## src/rtl/tile_spill_pkg.sv

```systemverilog
package tile_spill_pkg;

  typedef enum logic [2:0] {
    PH_IDLE   = 3'd0,
    PH_CLEAR  = 3'd1,
    PH_RENDER = 3'd2,
    PH_CSPILL = 3'd3,
    PH_RELOAD = 3'd5,
    PH_ZSPILL = 3'd6
  } phase_e;

  typedef struct packed {
    logic idxClr;     // restart the tile index walk
    logic clearWr;    // write clear values at the index
    logic reloadRun;  // issue/accept reload traffic
    logic colorRd;    // read color for the color spill
    logic depthRd;    // read depth for the depth spill
  } tile_strobe_t;

endpackage

```

## src/rtl/tile_spill_ctrl.sv

```systemverilog
module tile_spill_ctrl
  import tile_spill_pkg::*;
(
  input  logic         clk,
  input  logic         rstN,
  input  logic         batchStart,
  input  logic         renderDone,
  input  logic         idxLast,
  input  logic         reloadLast,
  output phase_e       phaseQ,
  output tile_strobe_t strb,
  output logic         reloadStart,
  output logic         batchDone,
  output logic         renderEn
);

  phase_e phaseNxt;
  logic   batchValid;

  always_comb begin
    phaseNxt = phaseQ;
    strb     = '0;
    case (phaseQ)
      PH_IDLE: begin
        if (batchStart) begin
          phaseNxt    = PH_CLEAR;
          strb.idxClr = 1'b1;
        end
      end
      PH_CLEAR: begin
        strb.clearWr = 1'b1;
        if (idxLast) begin
          strb.idxClr = 1'b1;
          phaseNxt    = batchValid ? PH_RELOAD : PH_RENDER;
        end
      end
      PH_RELOAD: begin
        strb.reloadRun = 1'b1;
        if (reloadLast) begin
          strb.idxClr = 1'b1;
          phaseNxt    = PH_RENDER;
        end
      end
      PH_RENDER: begin
        if (renderDone) begin
          strb.idxClr = 1'b1;
          phaseNxt    = PH_CSPILL;
        end
      end
      PH_CSPILL: begin
        strb.colorRd = 1'b1;
        if (idxLast) begin
          strb.idxClr = 1'b1;
          phaseNxt    = PH_ZSPILL;
        end
      end
      PH_ZSPILL: begin
        strb.depthRd = 1'b1;
        if (idxLast) begin
          strb.idxClr = 1'b1;
          phaseNxt    = PH_IDLE;
        end
      end
      default: phaseNxt = PH_IDLE;
    endcase
  end

  always_ff @(posedge clk) begin
    if (!rstN) begin
      phaseQ      <= PH_IDLE;
      batchValid  <= 1'b0;
      reloadStart <= 1'b0;
      batchDone   <= 1'b0;
    end else begin
      phaseQ      <= phaseNxt;
      reloadStart <= (phaseQ == PH_CLEAR) && (phaseNxt == PH_RELOAD);
      batchDone   <= (phaseQ == PH_ZSPILL) && (phaseNxt == PH_IDLE);
      if ((phaseQ == PH_ZSPILL) && (phaseNxt == PH_IDLE)) batchValid <= 1'b1;
    end
  end

  assign renderEn = (phaseQ == PH_RENDER);

  // only the six defined codes ever appear
  p_legal_code_r2: assert property (@(posedge clk) disable iff (!rstN)
    phaseQ inside {PH_IDLE, PH_CLEAR, PH_RENDER, PH_CSPILL, PH_RELOAD, PH_ZSPILL});

  // clear is followed by reload or render only
  p_clear_next_r2: assert property (@(posedge clk) disable iff (!rstN)
    (phaseQ == PH_CLEAR) |=> (phaseQ inside {PH_CLEAR, PH_RELOAD, PH_RENDER}));

  // color spill hands over to depth spill
  p_spill_next_r2: assert property (@(posedge clk) disable iff (!rstN)
    (phaseQ == PH_CSPILL) |=> (phaseQ inside {PH_CSPILL, PH_ZSPILL}));

  // without a completed spill there is no reload
  p_boot_skip_r4: assert property (@(posedge clk) disable iff (!rstN)
    (!batchValid && phaseQ == PH_CLEAR) |=> (phaseQ != PH_RELOAD));

  // the reload marker sits in reload and lasts one cycle
  p_reload_mark_r5: assert property (@(posedge clk) disable iff (!rstN)
    reloadStart |-> (phaseQ == PH_RELOAD && $past(phaseQ) == PH_CLEAR));
  p_reload_pulse_r5: assert property (@(posedge clk) disable iff (!rstN)
    reloadStart |=> !reloadStart);

  // render is held until the rasterizer reports completion
  p_render_hold_r6: assert property (@(posedge clk) disable iff (!rstN)
    (phaseQ == PH_RENDER && !renderDone) |=> (phaseQ == PH_RENDER));

  // done is a single pulse seen in idle
  p_done_pulse_r10: assert property (@(posedge clk) disable iff (!rstN)
    batchDone |-> (phaseQ == PH_IDLE && $past(phaseQ) == PH_ZSPILL));
  p_done_single_r10: assert property (@(posedge clk) disable iff (!rstN)
    batchDone |=> !batchDone);

  // a start pulse in render does not disturb the batch
  p_busy_ignore_r11: assert property (@(posedge clk) disable iff (!rstN)
    (phaseQ == PH_RENDER && batchStart && !renderDone) |=> (phaseQ == PH_RENDER));

endmodule

```

## src/rtl/tile_spill_lane.sv

```systemverilog
module tile_spill_lane #(
  parameter int IDX_W       = 8,
  parameter int TILE_W_LOG2 = 4,
  parameter int ROW_LOG2    = 6,
  parameter int DATA_W      = 32,
  parameter int ADDR_W      = 32
) (
  input  logic              clk,
  input  logic              rstN,
  input  logic              rdEn,
  input  logic [IDX_W-1:0]  idx,
  input  logic [DATA_W-1:0] rdData,
  output logic              emit,
  output logic [ADDR_W-1:0] addr,
  output logic [DATA_W-1:0] data
);

  localparam int BYTE_SHIFT = 2;

  logic [IDX_W-1:0]  idxQ;
  logic [ADDR_W-1:0] wordIdx;

  always_ff @(posedge clk) begin
    if (!rstN) begin
      emit <= 1'b0;
      idxQ <= '0;
    end else begin
      emit <= rdEn;
      idxQ <= idx;
    end
  end

  assign wordIdx = (ADDR_W'(idxQ[IDX_W-1:TILE_W_LOG2]) << ROW_LOG2)
                 | ADDR_W'(idxQ[TILE_W_LOG2-1:0]);
  assign addr    = wordIdx << BYTE_SHIFT;
  assign data    = rdData;

  // back-to-back emits of one stream never repeat an address
  p_emit_advance_r9: assert property (@(posedge clk) disable iff (!rstN)
    (emit && $past(emit)) |-> (addr != $past(addr)));

endmodule

```

## src/rtl/tile_spill_dp.sv

```systemverilog
module tile_spill_dp
  import tile_spill_pkg::*;
#(
  parameter int              TILE_W_LOG2 = 4,
  parameter int              TILE_H_LOG2 = 4,
  parameter int              ROW_LOG2    = 6,
  parameter int              DATA_W      = 32,
  parameter int              ADDR_W      = 32,
  parameter logic [DATA_W-1:0] CLR_COLOR = 32'hFF00_8000,
  parameter logic [DATA_W-1:0] CLR_DEPTH = 32'h0000_4000
) (
  input  logic                   clk,
  input  logic                   rstN,
  input  tile_strobe_t           strb,
  output logic                   idxLast,
  output logic                   reloadLast,
  output logic [TILE_W_LOG2+TILE_H_LOG2-1:0] tileWrAddr,
  output logic                   tileColorWe,
  output logic                   tileDepthWe,
  output logic [DATA_W-1:0]      tileColorWrData,
  output logic [DATA_W-1:0]      tileDepthWrData,
  output logic [TILE_W_LOG2+TILE_H_LOG2-1:0] tileRdAddr,
  input  logic [DATA_W-1:0]      tileColorRdData,
  input  logic [DATA_W-1:0]      tileDepthRdData,
  output logic [TILE_W_LOG2+TILE_H_LOG2-1:0] reloadAddr,
  input  logic                   reloadReady,
  input  logic [DATA_W-1:0]      reloadColor,
  input  logic [DATA_W-1:0]      reloadDepth,
  output logic                   colorEmit,
  output logic [ADDR_W-1:0]      colorAddr,
  output logic [DATA_W-1:0]      colorData,
  output logic                   depthEmit,
  output logic [ADDR_W-1:0]      depthAddr,
  output logic [DATA_W-1:0]      depthData
);

  localparam int IDX_W  = TILE_W_LOG2 + TILE_H_LOG2;
  localparam int TILE_N = 1 << IDX_W;
  localparam int LANES  = 2;

  logic [IDX_W:0]   idx;        // one extra bit marks "all addresses issued"
  logic [IDX_W-1:0] lastAddr;   // address the backing memory is answering
  logic             armed;
  logic             stall;
  logic             fire;

  assign stall      = armed && !reloadReady;
  assign fire       = strb.reloadRun && armed && reloadReady;
  assign idxLast    = (idx == (IDX_W+1)'(TILE_N - 1));
  assign reloadLast = fire && (lastAddr == IDX_W'(TILE_N - 1));

  always_ff @(posedge clk) begin
    if (!rstN) begin
      idx      <= '0;
      lastAddr <= '0;
      armed    <= 1'b0;
    end else if (strb.idxClr) begin
      idx   <= '0;
      armed <= 1'b0;
    end else if (strb.reloadRun) begin
      if (!stall) begin
        if (!idx[IDX_W]) begin
          lastAddr <= idx[IDX_W-1:0];
          armed    <= 1'b1;
          idx      <= idx + 1'b1;
        end else begin
          armed <= 1'b0;
        end
      end
    end else if (strb.clearWr || strb.colorRd || strb.depthRd) begin
      idx <= idx + 1'b1;
    end
  end

  assign reloadAddr      = stall ? lastAddr : idx[IDX_W-1:0];
  assign tileWrAddr      = strb.clearWr ? idx[IDX_W-1:0] : lastAddr;
  assign tileColorWe     = strb.clearWr || fire;
  assign tileDepthWe     = strb.clearWr || fire;
  assign tileColorWrData = strb.clearWr ? CLR_COLOR : reloadColor;
  assign tileDepthWrData = strb.clearWr ? CLR_DEPTH : reloadDepth;
  assign tileRdAddr      = idx[IDX_W-1:0];

  logic [LANES-1:0] laneRd;
  logic [LANES-1:0] laneEmit;
  logic [DATA_W-1:0] laneIn   [LANES];
  logic [ADDR_W-1:0] laneAddr [LANES];
  logic [DATA_W-1:0] laneData [LANES];

  assign laneRd    = {strb.depthRd, strb.colorRd};
  assign laneIn[0] = tileColorRdData;
  assign laneIn[1] = tileDepthRdData;

  for (genvar gi = 0; gi < LANES; gi++) begin : g_lane
    tile_spill_lane #(
      .IDX_W(IDX_W), .TILE_W_LOG2(TILE_W_LOG2), .ROW_LOG2(ROW_LOG2),
      .DATA_W(DATA_W), .ADDR_W(ADDR_W)
    ) u_lane (
      .clk(clk), .rstN(rstN), .rdEn(laneRd[gi]), .idx(idx[IDX_W-1:0]),
      .rdData(laneIn[gi]), .emit(laneEmit[gi]), .addr(laneAddr[gi]),
      .data(laneData[gi])
    );
  end

  assign colorEmit = laneEmit[0];
  assign colorAddr = laneAddr[0];
  assign colorData = laneData[0];
  assign depthEmit = laneEmit[1];
  assign depthAddr = laneAddr[1];
  assign depthData = laneData[1];

  // clear writes walk the tile one entry per cycle
  p_clear_walk_r3: assert property (@(posedge clk) disable iff (!rstN)
    (strb.clearWr && $past(strb.clearWr) && !$past(strb.idxClr))
      |-> (tileWrAddr == $past(tileWrAddr) + 1'b1));

  // during a stall the previously presented address is repeated
  p_stall_repeat_r5: assert property (@(posedge clk) disable iff (!rstN)
    (strb.reloadRun && stall) |-> (reloadAddr == $past(reloadAddr)));

  // no tile write without ready while reloading
  p_reload_gated_r5: assert property (@(posedge clk) disable iff (!rstN)
    (strb.reloadRun && !reloadReady) |-> !tileDepthWe);

endmodule

```

## src/rtl/tile_spill_seq.sv

```systemverilog
module tile_spill_seq
  import tile_spill_pkg::*;
#(
  parameter int              TILE_W_LOG2 = 4,
  parameter int              TILE_H_LOG2 = 4,
  parameter int              ROW_LOG2    = 6,
  parameter int              DATA_W      = 32,
  parameter int              ADDR_W      = 32,
  parameter logic [DATA_W-1:0] CLR_COLOR = 32'hFF00_8000,
  parameter logic [DATA_W-1:0] CLR_DEPTH = 32'h0000_4000,
  localparam int             IDX_W       = TILE_W_LOG2 + TILE_H_LOG2
) (
  input  logic              clk,
  input  logic              rstN,
  input  logic              batchStart,
  input  logic              renderDone,
  output logic [2:0]        phase,
  output logic              renderEn,
  output logic              batchDone,
  output logic [IDX_W-1:0]  tileWrAddr,
  output logic              tileColorWe,
  output logic              tileDepthWe,
  output logic [DATA_W-1:0] tileColorWrData,
  output logic [DATA_W-1:0] tileDepthWrData,
  output logic [IDX_W-1:0]  tileRdAddr,
  input  logic [DATA_W-1:0] tileColorRdData,
  input  logic [DATA_W-1:0] tileDepthRdData,
  output logic              reloadStart,
  output logic [IDX_W-1:0]  reloadAddr,
  input  logic              reloadReady,
  input  logic [DATA_W-1:0] reloadColor,
  input  logic [DATA_W-1:0] reloadDepth,
  output logic              colorEmit,
  output logic [ADDR_W-1:0] colorAddr,
  output logic [DATA_W-1:0] colorData,
  output logic              depthEmit,
  output logic [ADDR_W-1:0] depthAddr,
  output logic [DATA_W-1:0] depthData
);

  phase_e       phaseQ;
  tile_strobe_t strb;
  logic         idxLast;
  logic         reloadLast;

  tile_spill_ctrl u_ctrl (
    .clk(clk), .rstN(rstN), .batchStart(batchStart), .renderDone(renderDone),
    .idxLast(idxLast), .reloadLast(reloadLast), .phaseQ(phaseQ), .strb(strb),
    .reloadStart(reloadStart), .batchDone(batchDone), .renderEn(renderEn)
  );

  tile_spill_dp #(
    .TILE_W_LOG2(TILE_W_LOG2), .TILE_H_LOG2(TILE_H_LOG2), .ROW_LOG2(ROW_LOG2),
    .DATA_W(DATA_W), .ADDR_W(ADDR_W), .CLR_COLOR(CLR_COLOR), .CLR_DEPTH(CLR_DEPTH)
  ) u_dp (
    .clk(clk), .rstN(rstN), .strb(strb), .idxLast(idxLast), .reloadLast(reloadLast),
    .tileWrAddr(tileWrAddr), .tileColorWe(tileColorWe), .tileDepthWe(tileDepthWe),
    .tileColorWrData(tileColorWrData), .tileDepthWrData(tileDepthWrData),
    .tileRdAddr(tileRdAddr), .tileColorRdData(tileColorRdData),
    .tileDepthRdData(tileDepthRdData), .reloadAddr(reloadAddr),
    .reloadReady(reloadReady), .reloadColor(reloadColor), .reloadDepth(reloadDepth),
    .colorEmit(colorEmit), .colorAddr(colorAddr), .colorData(colorData),
    .depthEmit(depthEmit), .depthAddr(depthAddr), .depthData(depthData)
  );

  assign phase = phaseQ;

  // nothing is written or emitted while idle
  p_idle_quiet_r1: assert property (@(posedge clk) disable iff (!rstN)
    (phaseQ == PH_IDLE && $past(phaseQ) == PH_IDLE) |-> (!tileColorWe && !colorEmit && !depthEmit));

endmodule

```

## config.mk

```make
export PLATFORM = sky130hd
export DESIGN_NAME = tile_spill_seq
export DESIGN_NICKNAME = d
export VERILOG_FILES = /design/src/rtl/tile_spill_pkg.sv /design/src/rtl/tile_spill_ctrl.sv /design/src/rtl/tile_spill_lane.sv /design/src/rtl/tile_spill_dp.sv /design/src/rtl/tile_spill_seq.sv
export SDC_FILE = /design/constraint.sdc
export NUM_CORES = 1
export LEC_CHECK = 0
export BUFFER_PORTS_ARGS = -buffer_cell sky130_fd_sc_hd__buf_2
export CAP_MARGIN = 20
export CORE_AREA = 5 5 138 140
export CTS_CLUSTER_DIAMETER = 30
export CTS_CLUSTER_SIZE = 24
export DETAILED_ROUTE_END_ITERATION = 16
export DIE_AREA = 0 0 143 145
export GPL_TIMING_DRIVEN = 0
export PLACE_DENSITY_LB_ADDON = 0.12
export SLEW_MARGIN = 10
export SYNTH_ARGS = -nofsm -noshare
export SYNTH_HDL_FRONTEND = slang
export SYNTH_SLANG_ARGS = --single-unit
export TNS_END_PERCENT = 1
```

## constraint.sdc

```tcl
create_clock -name clk -period 3.7 [get_ports clk]
set_input_delay 0.555 -clock clk [delete_from_list [all_inputs] [get_ports clk]]
set_output_delay 0.555 -clock clk [all_outputs]
set_load 0.005 [all_outputs]
```

**After elaboration in Yosys (flattened, before gate mapping)**

Index checks and enable logic that the tools add are counted.

- Register bits after elaboration: 34
- Input port bits: 133
- Output and inout port bits: 226
- Logic and storage cells: 72

- Add/sub/neg operators: 1
- Eq/ne operators: 10
- Muxes and demuxes: 26
- Bitwise operators: 5
- Reduce and logical (&&, ||, !) cells: 19

Operators with widths:

| kind | count |
|---|---|
| two-way mux 32 bit | 2 |
| two-way mux 9 bit | 4 |
| two-way mux 3 bit | 7 |
| one-hot mux 3 bit (6 select lines) | 1 |
| two-way mux 8 bit | 2 |
| bitwise OR 10 x 4 -> 10 bit | 1 |
| adder 9 x 1 -> 9 bit, second input constant | 1 |
| equality test 3 bit, second input constant | 3 |
| equality test 9 x 8 -> 1 bit, second input constant | 1 |
| two-way mux 1 bit | 9 |
| equality test 8 bit, second input constant | 1 |
| equality test 3 x 2 -> 1 bit, second input constant | 2 |
| logical AND 1 bit | 6 |
| zero test 3 bit | 2 |
| != test 2 bit, second input constant | 2 |
| inverter 1 bit | 4 |
| one-hot mux 1 bit (4 select lines) | 1 |
| AND reduction 2 bit | 2 |
| AND reduction 4 bit | 1 |
| equality test 3 x 1 -> 1 bit, second input constant | 1 |
| logical OR 1 bit | 3 |
| AND reduction 3 bit | 1 |
| OR reduction 3 bit | 1 |
| nonzero test 2 bit | 1 |
| other kinds (2) | 2 |

**Logic depth before layout (Yosys ltp)**

Gate-level depths: netlist (run 1).

- Word-level depth: 9
- Mapped depth: 8
- Depth with buffers taken out: 7

**Modules after synthesis**

A second synthesis (run 1) with hierarchy kept.

- Cell total of the unflattened synthesis: 421
- Area total of the unflattened synthesis: 3313.2 um^2

Modules (own cells, without submodules):

| module | times used | cells each | area each (um^2) |
|---|---|---|---|
| tile_spill_dp | 1 | 229 | 1647.8 |
| tile_spill_lane | 2 | 75 | 660.6 |
| tile_spill_ctrl | 1 | 42 | 344.1 |

**Worst setup path after synthesis (run 1)**

No wires, ideal clock.

- Path kind: reg2reg
- Start point: register u_dp.idx[4]
- End point: register u_ctrl.phaseQ[0]
- Setup time: 115 ps
- Arrival: 1732 ps
- Required time: 3585 ps
- Slack: 1853 ps
- Stages on the path, launching flop included: 9
- Path buffers: 1
- Cell sequence: dfxtp_1 -> clkbuf_1 -> and4_1 -> and4_1 -> ha_1 -> inv_1 -> a221oi_1 -> o21ai_0 -> and2_1

- Cells in the longest elaborated chain, start to end: 3
- Elaborated cells between the ends (all ways): 5

RTL lines:

| item | RTL line | source |
|---|---|---|
| start, declared | tile_spill_dp.sv:41 | `logic [IDX_W:0] idx; // one extra bit marks "all addresses issued"` |
| start signal, assigned | tile_spill_dp.sv:65 | `idx <= idx + 1'b1;` |
| start signal, assigned | tile_spill_dp.sv:71 | `idx <= idx + 1'b1;` |
| equality test 9 x 8 -> 1 bit * | tile_spill_dp.sv:49 | `assign idxLast = (idx == (IDX_W+1)'(TILE_N - 1));` |
| two-way mux 3 bit, on equally long branches | tile_spill_ctrl.sv:59, tile_spill_ctrl.sv:32, tile_spill_ctrl.sv:52 |  |
| one-hot mux 3 bit (6 select lines) * | tile_spill_ctrl.sv:23 | `case (phaseQ)` |
| end signal, assigned | tile_spill_ctrl.sv:75 | `phaseQ <= phaseNxt;` |
| end, declared | tile_spill_ctrl.sv:10 | `output phase_e phaseQ,` |

Every way passes the cells marked *; elsewhere a longest branch is shown, timed or not.
A chain may end at the register's enable or synchronous reset.

**Worst setup path in the final report (run 1)**

- Start point: register u_ctrl.phaseQ[1]
- End point: output port tileDepthWe

- Cells in the longest elaborated chain, start to end: 5
- Elaborated cells between the ends (all ways): 7

RTL lines:

| item | RTL line | source |
|---|---|---|
| equality test 3 bit | tile_spill_ctrl.sv:23 |  |
| two-way mux 1 bit | tile_spill_ctrl.sv:23 |  |
| logical AND 1 bit (2 in a row) | tile_spill_dp.sv:48 | `assign fire = strb.reloadRun && armed && reloadReady;` |
| logical OR 1 bit * | tile_spill_dp.sv:78 | `assign tileDepthWe = strb.clearWr \|\| fire;` |
| end, declared | tile_spill_seq.sv:22 | `output logic tileDepthWe,` |

Marked as above.

==> qor.yml, run 1 <==
skew_ps: 3.512
synth_area_um2: 3139
hold_depth: 2
die_w_um: 143
ys.flop_type: "dfxtp_1"
grt_pass1_vias: 3195
hold_end: "u_dp.armed"
hold_violations: 0
via_per_inst: 3.588
setup_violations: 0
multi_input_area_um2: 1549
synth-seq-cells: 34
status: "finished, final reports clean"
gr-total-overflow: 0
drv_slew: 0
core_area_um2: 17720
fin_crit_ps: 2535
dr.pass1.iters: 4
dieArea_um2: 20740
drive_above_1_share_pct: 62.59
ys_types: 38
cts_buffers: 5
wl_met3_um: 1251
cts.repair.resized: 0
cp.arrival_ps: 1980
wl_met2_um: 7227
ant_nets: 0
crit_type: "reg2out"
start_kind: "flip-flop"
hold_path.class: "reg2reg"
clkLatencyLatePin_ps: 280
fmax_mhz: 394.5
grt_max_degree: 12
n_fill_cell: 1949
first_iter_violations: 16
drc: 0
clock_path_buffers: 2
pin_count: 359
io_buffers: 246
avgRoutedWirePerCell_um: 13.77
insertedDiodeCount: 0
clkSinkCount: 34
worst_slack_ps: 1165
r2r_end: "u_dp.idx[2]"
final.period_utilization_pct: 68.51
num-nets-final: 814
syn_inst: 378
top_layer: "met4"
ys_seq_area_share_pct: 21.68
start_util_pct: 17.72
seqCellArea_um2: 680.7
hpwl_um: 10940
cts_setup_buffers: 0
area.growth.synth_to_final_pct: 58.79
cp_data_required_time_ps: 3140
min-delay-start: "u_dp.armed"
grt_usage_pct: 11.21
antenna_found_initial: 0
drv_cap: 0
cts_tree: "done"
powerDensity_nw_per_um2: 245.6
design_area_um2: 4985
routed_wl_um: 12500
rrSetupSlack_ps: 1340
async_flop_share_pct: 0
ff2ff_path_depth: 7
grt_pass1_wl_um: 18330
clk_pin_slew_ps: 50
cts.htree.levels: 2
synth_edf_count: 0
p_leak_nw: 2.896
ctsHoldBuffers: 0
num_vias: 3258
rr_startpoint: "u_dp.idx[3]"
fin_setup_tns_ps: 0
place.gp.congestion: 0.7908
wl_met1_um: 3805
placed_area_um2: 4833
dpl_worst_slack_ps: 1350
postSynthAreaPerCell_um2: 8.305
ys_warn_count: 0
die_h_um: 145
root_buffer: "clkbuf_16"
ir_drop_mv: 0.1348
end_kind: "primary output"
rows: 49
rsz0062_at_grt: "false"
worstPathMaxFanout: 10
==> per-layer routing <==
metal	vias to the layer above	GRT usage, %
met1	1454	10.52
met2	164	23.10
met4	0	3.137
met3	12	2.830
li1	1628	-
met5	-	0
==> worst max-delay path, stage by stage, from the launching register on <==
cell and delay (ps):
dfxtp_1 380, buf_4 200, nor2_1 130, buf_2 300
clkbuf_1 340, a21o_1 160, buf_4 100, buf_2 100
==> how the worst max path moves through the flow <==
stage,startpoint,end,slack (ps),cells after the start
2_1_floorplan,u_dp.idx[4],u_ctrl.phaseQ[0],1850,8
3_3_place_gp,u_dp.idx[3],u_dp.idx[3],1360,7
3_5_place_dp,u_ctrl.phaseQ[1],tileDepthWe,1350,7
4_1_cts,u_ctrl.phaseQ[1],tileDepthWe,1040,7
5_1_grt,u_ctrl.phaseQ[1],tileDepthWe,930,7
6_report,u_ctrl.phaseQ[1],tileDepthWe,1170,7
==> registers in the layout, indices dropped and copies added (netlist names), 2 cells and up <==
signal / flops
u_dp.idx: 9
u_dp.g_lane.u_lane.emit: 2
u_dp.lastAddr: 8
u_ctrl.phaseQ: 3
u_dp.g_lane.u_lane.idxQ: 8
==> synth_stat cells, types with 5 or more instances <==
| library cell | number | area share (%) |
|---|---|---|
| buf_4 | 133 | 32 |
| nor2b_1 | 64 | 13 |
| dfxtp_1 | 34 | 22 |
| nor2_1 | 18 | 2.2 |
| mux2_2 | 15 | 5.4 |
| and2_1 | 14 | 2.8 |
| mux2i_1 | 12 | 3.8 |
| or2_2 | 10 | 2.0 |
| nand2_1 | 8 | 0.96 |
| o21ai_0 | 8 | 1.3 |
| buf_2 | 7 | 1.1 |
| clkbuf_1 | 6 | 0.72 |
| xor2_1 | 6 | 1.7 |
| and4_1 | 5 | 1.4 |
| inv_1 | 5 | 0.60 |
==> layout make-up <==
cell class	instances	share of cell area (%)
clock inverter	2	0.2510
timing repair buffer	246	24.70
buffer	147	21.41
multi-input combinational	239	31.07
inverter	5	0.3765
clock buffer	6	2.786
sequential	34	13.65
tap	229	5.748
==> power by group <==
group / switching (mW) / internal [mW] / leakage (nW)
Sequential: 0.00709 / 0.371 / 0.274
Clock: 0.158 / 0.266 / 0.0729
Combinational: 0.183 / 0.238 / 2.55
==> per-stage QoR <==
step / hold slack (ps) / cells / power, mW / util (%)
after floorplan: 470.4 / 425 / 0.6207 / -
after global placement: 497.4 / 900 / 0.8136 / 27.28
after detailed placement: 523.4 / 900 / 0.8147 / 27.28
after CTS: 536.3 / 908 / 1.251 / 28.13
after global routing: 555.0 / 908 / 1.308 / 28.13
final: 529.9 / 908 / 1.224 / 28.13
==> cell families after synthesis <==
kind of cell	after synthesis	synth area share (%)
mux	27	9.207
compound gates	21	4.863
xor+xnor	7	1.953
other cells	1	0.1195
simple gates	133	26.38
fa+ha+maj	3	1.196
flops	34	21.68
buf+inv	152	34.60
==> cells in the final DEF, fill, tap and decap left out, drive strengths merged, types with 2 or more instances in the layout <==
master	netlist	routed
o21ai	8	8
clkbuf	6	12
or2	10	10
nand2	8	8
buf	141	387
and2	14	14
and4	5	5
dfxtp	34	34
and3	4	4
nand4	2	2
xor2	6	6
ha	3	3
o221ai	2	2
mux2i	12	12
nand2b	2	2
nor2b	65	65
nor2	18	18
nand3	2	2
a31oi	2	2
a21oi	2	2
o211ai	2	2
conb	1	48
inv	5	5
mux2	15	15
(Power assumes the default switching activity.)
==> inputs of run 2 (changes only) <==
==> constraint.sdc (replaced) <==
create_clock -name clk -period 2.59 [get_ports clk]
set_input_delay 0.3885 -clock clk [delete_from_list [all_inputs] [get_ports clk]]
set_output_delay 0.3885 -clock clk [all_outputs]
set_load 0.005 [all_outputs]
==> qor.yml, run 2 (synthesis gave the netlist of run 1 again) <==
place.gp.congestion: 0.7908  # unchanged
skew_ps: 3.709  # +0.1964 ps
critPathMostFrequentCell: "and4_1"
worst_slack_ps: 241.9  # -923.2 ps
start_util_pct: 17.72  # unchanged
io_buffers: 246  # unchanged
largest_reg_flops: 9  # unchanged
dieArea_um2: 20740  # unchanged
grt_usage_pct: 11.21  # unchanged
ant_nets: 0  # unchanged
num-nets-final: 813  # -0.12%
pin_count: 359  # unchanged
powerDensity_nw_per_um2: 350.8  # +43%
cp_data_required_time_ps: 2740  # -400 ps
start_kind: "flip-flop"
drive_above_1_share_pct: 62.68  # +0.092 points
antenna_found_initial: 0  # unchanged
insertedDiodeCount: 0  # unchanged
p_leak_nw: 2.895  # about the same
cpPeakStageDelay_ps: 390  # about the same
cts_buffers: 5  # unchanged
placed_area_um2: 4833  # unchanged
cts.repair.resized: 0  # unchanged
hold_violations: 0  # unchanged
cts_setup_buffers: 0  # unchanged
cts_tree: "done"
design_area_um2: 4981  # about the same
root_buffer: "clkbuf_16"
grt_pass1_vias: 3195  # unchanged
routed_wl_um: 12460  # -0.33%
final_util_pct: 28.11  # about the same
num_vias: 3272  # +0.43%
cp_top_family: "simple AND/OR/NAND/NOR gates"
drc: 0  # unchanged
crit_type: "reg2reg"
ir_drop_mv: 0.1922  # +43%
die_h_um: 145  # unchanged
fin_setup_tns_ps: 0  # unchanged
hold_path.class: "in2reg"
final.period_utilization_pct: 90.66
clock_path_buffers: 2  # unchanged
rsz0062_at_grt: "false"
die_w_um: 143  # unchanged
final_common_cell: "buf_2"
grt_max_degree: 12  # unchanged
slowest_stage: "o2111ai_4"
path_buf_inv: 1  # -4
first_iter_violations: 16  # unchanged
setup_violations: 0  # unchanged
fmax_mhz: 425.9
avgRoutedWirePerCell_um: 13.74  # -0.22%
worstPathMaxFanout: 10  # unchanged
clkLatencyLatePin_ps: 280  # about the same
drv_cap: 0  # unchanged
cts.htree.levels: 2  # unchanged
hpwl_um: 10940  # unchanged
grt_pass1_wl_um: 18330  # unchanged
rows: 49  # unchanged
end_kind: "flip-flop"
cp.arrival_ps: 2500  # +520 ps
clkSinkCount: 34  # unchanged
dpl_worst_slack_ps: 240.0  # -1110 ps
status: "finished, final reports clean"
largestRegisters: "u_dp.idx (9), u_dp.g_lane.u_lane.idxQ (8), u_dp.lastAddr (8)"
clk_pin_slew_ps: 60  # about the same
via_per_inst: 3.607  # +0.54%
gr-total-overflow: 0  # unchanged
fin_crit_ps: 2348
largest-register: "u_dp.idx"
crit_chain: "clkbuf_1, and4_1, and4_1, ha_1, a31oi_1, o2111ai_4, nor2_1"
n_fill_cell: 1949  # unchanged
drv_slew: 0  # unchanged
area.growth.synth_to_final_pct: 58.67  # about the same
core_area_um2: 17720  # unchanged
dr.pass1.iters: 4  # unchanged
layout.cells.most_common_list: "buf_2 (253), buf_4 (133), nor2b_1 (64), conb_1 (48), dfxtp_1 (34)"
-- run 2: path summary, 6_finish.rpt --
path / slack, ps / cells after the start / endpoint / startpoint
hold / removal: 450 / 2 / u_dp.g_lane[0].u_lane.emit / rstN
setup / recovery: 240 / 7 / u_dp.idx[2] / u_dp.idx[3]
setup reg to reg: 240 / 7 / u_dp.idx[2] / u_dp.idx[3]
hold reg to reg: 530 / 2 / u_dp.armed / u_dp.armed
-- run 2: area by class of cell --
class	count	area [um^2]	share of cell area, %
Multi-Input combinational cell	239	1549	31.10
Clock inverter	2	12.51	0.2512
Buffer	146	1064	21.35
Tap cell	229	286.5	5.752
Inverter	5	18.77	0.3768
Clock buffer	6	138.9	2.788
Sequential cell	34	680.7	13.66
Timing Repair Buffer	246	1231	24.72
-- run 2: power breakdown --
group	switching (mW)	internal, mW
sequential	0.0104	0.530
combinational	0.261	0.340
clock	0.226	0.380
-- run 2: per-layer routing --
metal  routed length (um)  vias up  share of wire (%)  GRT usage, %
met2                 7218      162                 58         23.10
li1                     -     1630                  -             -
met3                 1233       13                9.9         2.830
met1                 3790     1467                 30         10.52
met5                    0        -                  0             0
met4                  218        0                1.7         3.137
-- run 2: per-stage QoR --
step / hold WS [ps] / power, mW / cells
after CTS: 446.7 / 1.787 / 908
after detailed placement: 523.4 / 1.164 / 900
after global placement: 497.4 / 1.162 / 900
after global routing: 474.8 / 1.868 / 907
final: 451.4 / 1.747 / 907
after floorplan: 470.4 / 0.8866 / 425
-- run 2: what timing repair did --
item	CTS	global route
hold buffers	0	0
setup endpoints to repair	0	1
hold endpoints to repair	0	0
==> inputs of run 3 (changes only) <==
--- a/config.mk
+++ b/config.mk
@@ -9,11 +9,12 @@
 export CAP_MARGIN = 20
 export CORE_AREA = 5 5 138 140
 export CTS_CLUSTER_DIAMETER = 30
-export CTS_CLUSTER_SIZE = 24
+export CTS_CLUSTER_SIZE = 40
 export DETAILED_ROUTE_END_ITERATION = 16
 export DIE_AREA = 0 0 143 145
 export GPL_TIMING_DRIVEN = 0
 export PLACE_DENSITY_LB_ADDON = 0.12
+export SETUP_SLACK_MARGIN = 0.5
 export SLEW_MARGIN = 10
 export SYNTH_ARGS = -nofsm -noshare
 export SYNTH_HDL_FRONTEND = slang
==> qor.yml, run 3 (synthesis gave the netlist of run 1 again) <==
clock_path_buffers: 2  # unchanged
powerDensity_nw_per_um2: 347.9  # -0.81%
fmax_mhz: 499.5  # +17%
drv_slew: 0  # unchanged
routed_wl_um: 12740  # +2.2%
antenna_found_initial: 0  # unchanged
num-nets-final: 818  # +0.62%
p_leak_nw: 2.938  # +1.5%
end_kind: "primary output"
cts_buffers: 5  # unchanged
cp_data_required_time_ps: 2200  # -540 ps
final_util_pct: 28.92  # +0.81 points
fin_crit_ps: 2002  # -345.9 ps
r2r_end: "u_dp.idx[3]"
clkLatencyLatePin_ps: 280  # about the same
crit_type: "reg2out"
hpwl_um: 10940  # unchanged
fin_setup_tns_ps: 0  # unchanged
grt_max_degree: 12  # unchanged
switching_power_mw: 0.5121  # +3.1%
seq_power_share_pct: 30.3  # -0.6 points
fin_cells: 912  # +0.55%
via_per_inst: 3.622  # +0.39%
grt_pass1_vias: 3216  # +0.66%
wl_met3_um: 1242  # +0.73%
place.gp.congestion: 0.7908  # unchanged
clk_pin_slew_ps: 50  # about the same
rr_startpoint: "u_dp.idx[3]"
start_util_pct: 17.72  # unchanged
largest-register: "u_dp.idx"
first_iter_violations: 31  # +15
crit_end: "tileWrAddr[6]"
largestRegisters: "u_dp.idx (9), u_dp.g_lane.u_lane.idxQ (8), u_dp.lastAddr (8)"
drive_above_1_share_pct: 64.42  # +1.7 points
avgRoutedWirePerCell_um: 13.96  # +1.6%
dieArea_um2: 20740  # unchanged
wl_met1_um: 3841  # +1.3%
area.growth.synth_to_final_pct: 63.25
layout.cells.most_common_list: "buf_2 (246), buf_4 (134), nor2b_1 (64), conb_1 (48), dfxtp_1 (30)"
ff2ff_path_depth: 7  # unchanged
hold_path.class: "in2reg"
rows: 49  # unchanged
grt_usage_pct: 11.44  # +0.23 points
io_buffers: 246  # unchanged
setup_violations: 0  # unchanged
p_int_mw: 1.271  # +1.7%
largest_reg_flops: 9  # unchanged
worstPathMaxFanout: 10  # unchanged
final_common_cell: "buf_2"
ctsHoldBuffers: 0  # unchanged
placedCellCount: 900  # unchanged
start_kind: "flip-flop"
die_w_um: 143  # unchanged
skew_ps: 1.910  # -1.798 ps
final.period_utilization_pct: 77.30  # -13 points
cts_tree: "done"
gr-total-overflow: 0  # unchanged
cp.arrival_ps: 1610  # -890 ps
hold_violations: 0  # unchanged
ant_nets: 0  # unchanged
top_layer: "met4"
pin_count: 359  # unchanged
root_buffer: "clkbuf_16"
cts.htree.levels: 2  # unchanged
core_area_um2: 17720  # unchanged
num_vias: 3303  # +0.95%
wl_met2_um: 7406  # +2.6%
insertedDiodeCount: 0  # unchanged
pwr-share-comb_pct: 35.4  # +1.0 points
grt_pass1_wl_um: 18620  # +1.5%
clkSinkCount: 34  # unchanged
swShare_pct: 28.72  # +0.28 points
hold_depth: 4  # +2
rrSetupSlack_ps: 610  # +370 ps
rsz0062_at_grt: "true"
status: "finished, final reports clean"
p_clk_share_pct: 34.3  # -0.4 points
drv_cap: 0  # unchanged
die_h_um: 145  # unchanged
dr.pass1.iters: 4  # unchanged
drc: 0  # unchanged
crit_start: "u_ctrl.phaseQ[2]"
ir_drop_mv: 0.2035  # +5.9%
[run 3: changes by cell type in the layout (fill, tap and decap cells not counted), moves of 2 or more]
| cell | before | now |
|---|---|---|
| buf_2 | 253 | 246 |
| buf_6 | 1 | 3 |
| clkbuf_1 | 5 | 3 |
| clkbuf_4 | 0 | 8 |
| dfxtp_1 | 34 | 30 |
| dfxtp_2 | 0 | 3 |
[run 3: layer usage]
metal / GRT usage, % / vias up
li1: - / 1646
met5: 0 / -
met4: 3.137 / 0
met1: 10.76 / 1471
met2: 23.61 / 168
met3: 2.830 / 18
[run 3: worst min path at each step]
| stage | end | from |
|---|---|---|
| floorplan | u_dp.armed | u_dp.armed |
| global placement | u_dp.armed | u_dp.armed |
| detailed placement | u_dp.armed | u_dp.armed |
| CTS | u_dp.armed | reloadReady |
| global route | u_dp.idx[7] | rstN |
| finish | u_dp.armed | reloadReady |
[run 3: worst max-delay path: stages, from the launching register on]
cell and delay, ps:
dfxtp_2 330, nand2b_4 150, nor2_4 180, buf_6 180, mux2_2 350, buf_2 140
[run 3: final cells by class]
type                    instances  area, um^2
clock buffers                   6       138.9
clock inverters                 2       12.51
flip-flops and latches         34       688.2
well taps                     229       286.5
repair buffers                249        1254
plain buffers                 147        1117
fillers                      1939       12590
multi-input cells             240        1609
inverters                       5       18.77
[run 3: stage by stage]
stage / hold WS [ps] / area, um^2 / worst slack [ps] / total power, mW
2_1_floorplan: 470.4 / 3316 / 743.4 / 0.8866
3_3_place_gp: 497.4 / 4833 / 246.7 / 1.162
3_5_place_dp: 523.4 / 4833 / 240.0 / 1.164
4_1_cts: 465.2 / 5050 / 466.2 / 1.805
5_1_grt: 499.1 / 5125 / 483.0 / 1.899
6_report: 464.0 / 5125 / 587.8 / 1.783
[run 3: power groups by stage]
stage	registers [mW]	logic, mW	clock network, mW
finish	0.541	0.631	0.611
global route	0.542	0.700	0.657
CTS	0.539	0.632	0.633
detailed placement	0.552	0.612	0
global placement	0.552	0.611	0
floorplan	0.548	0.339	0
[run 3: repair_timing]
item / CTS / global route
buffers inserted: 0 / 2
gates cloned: 2 / 0
pin swaps: 2 / 0
endpoints found under the setup margin: 81 / 69
gates resized for setup: 15 / 18
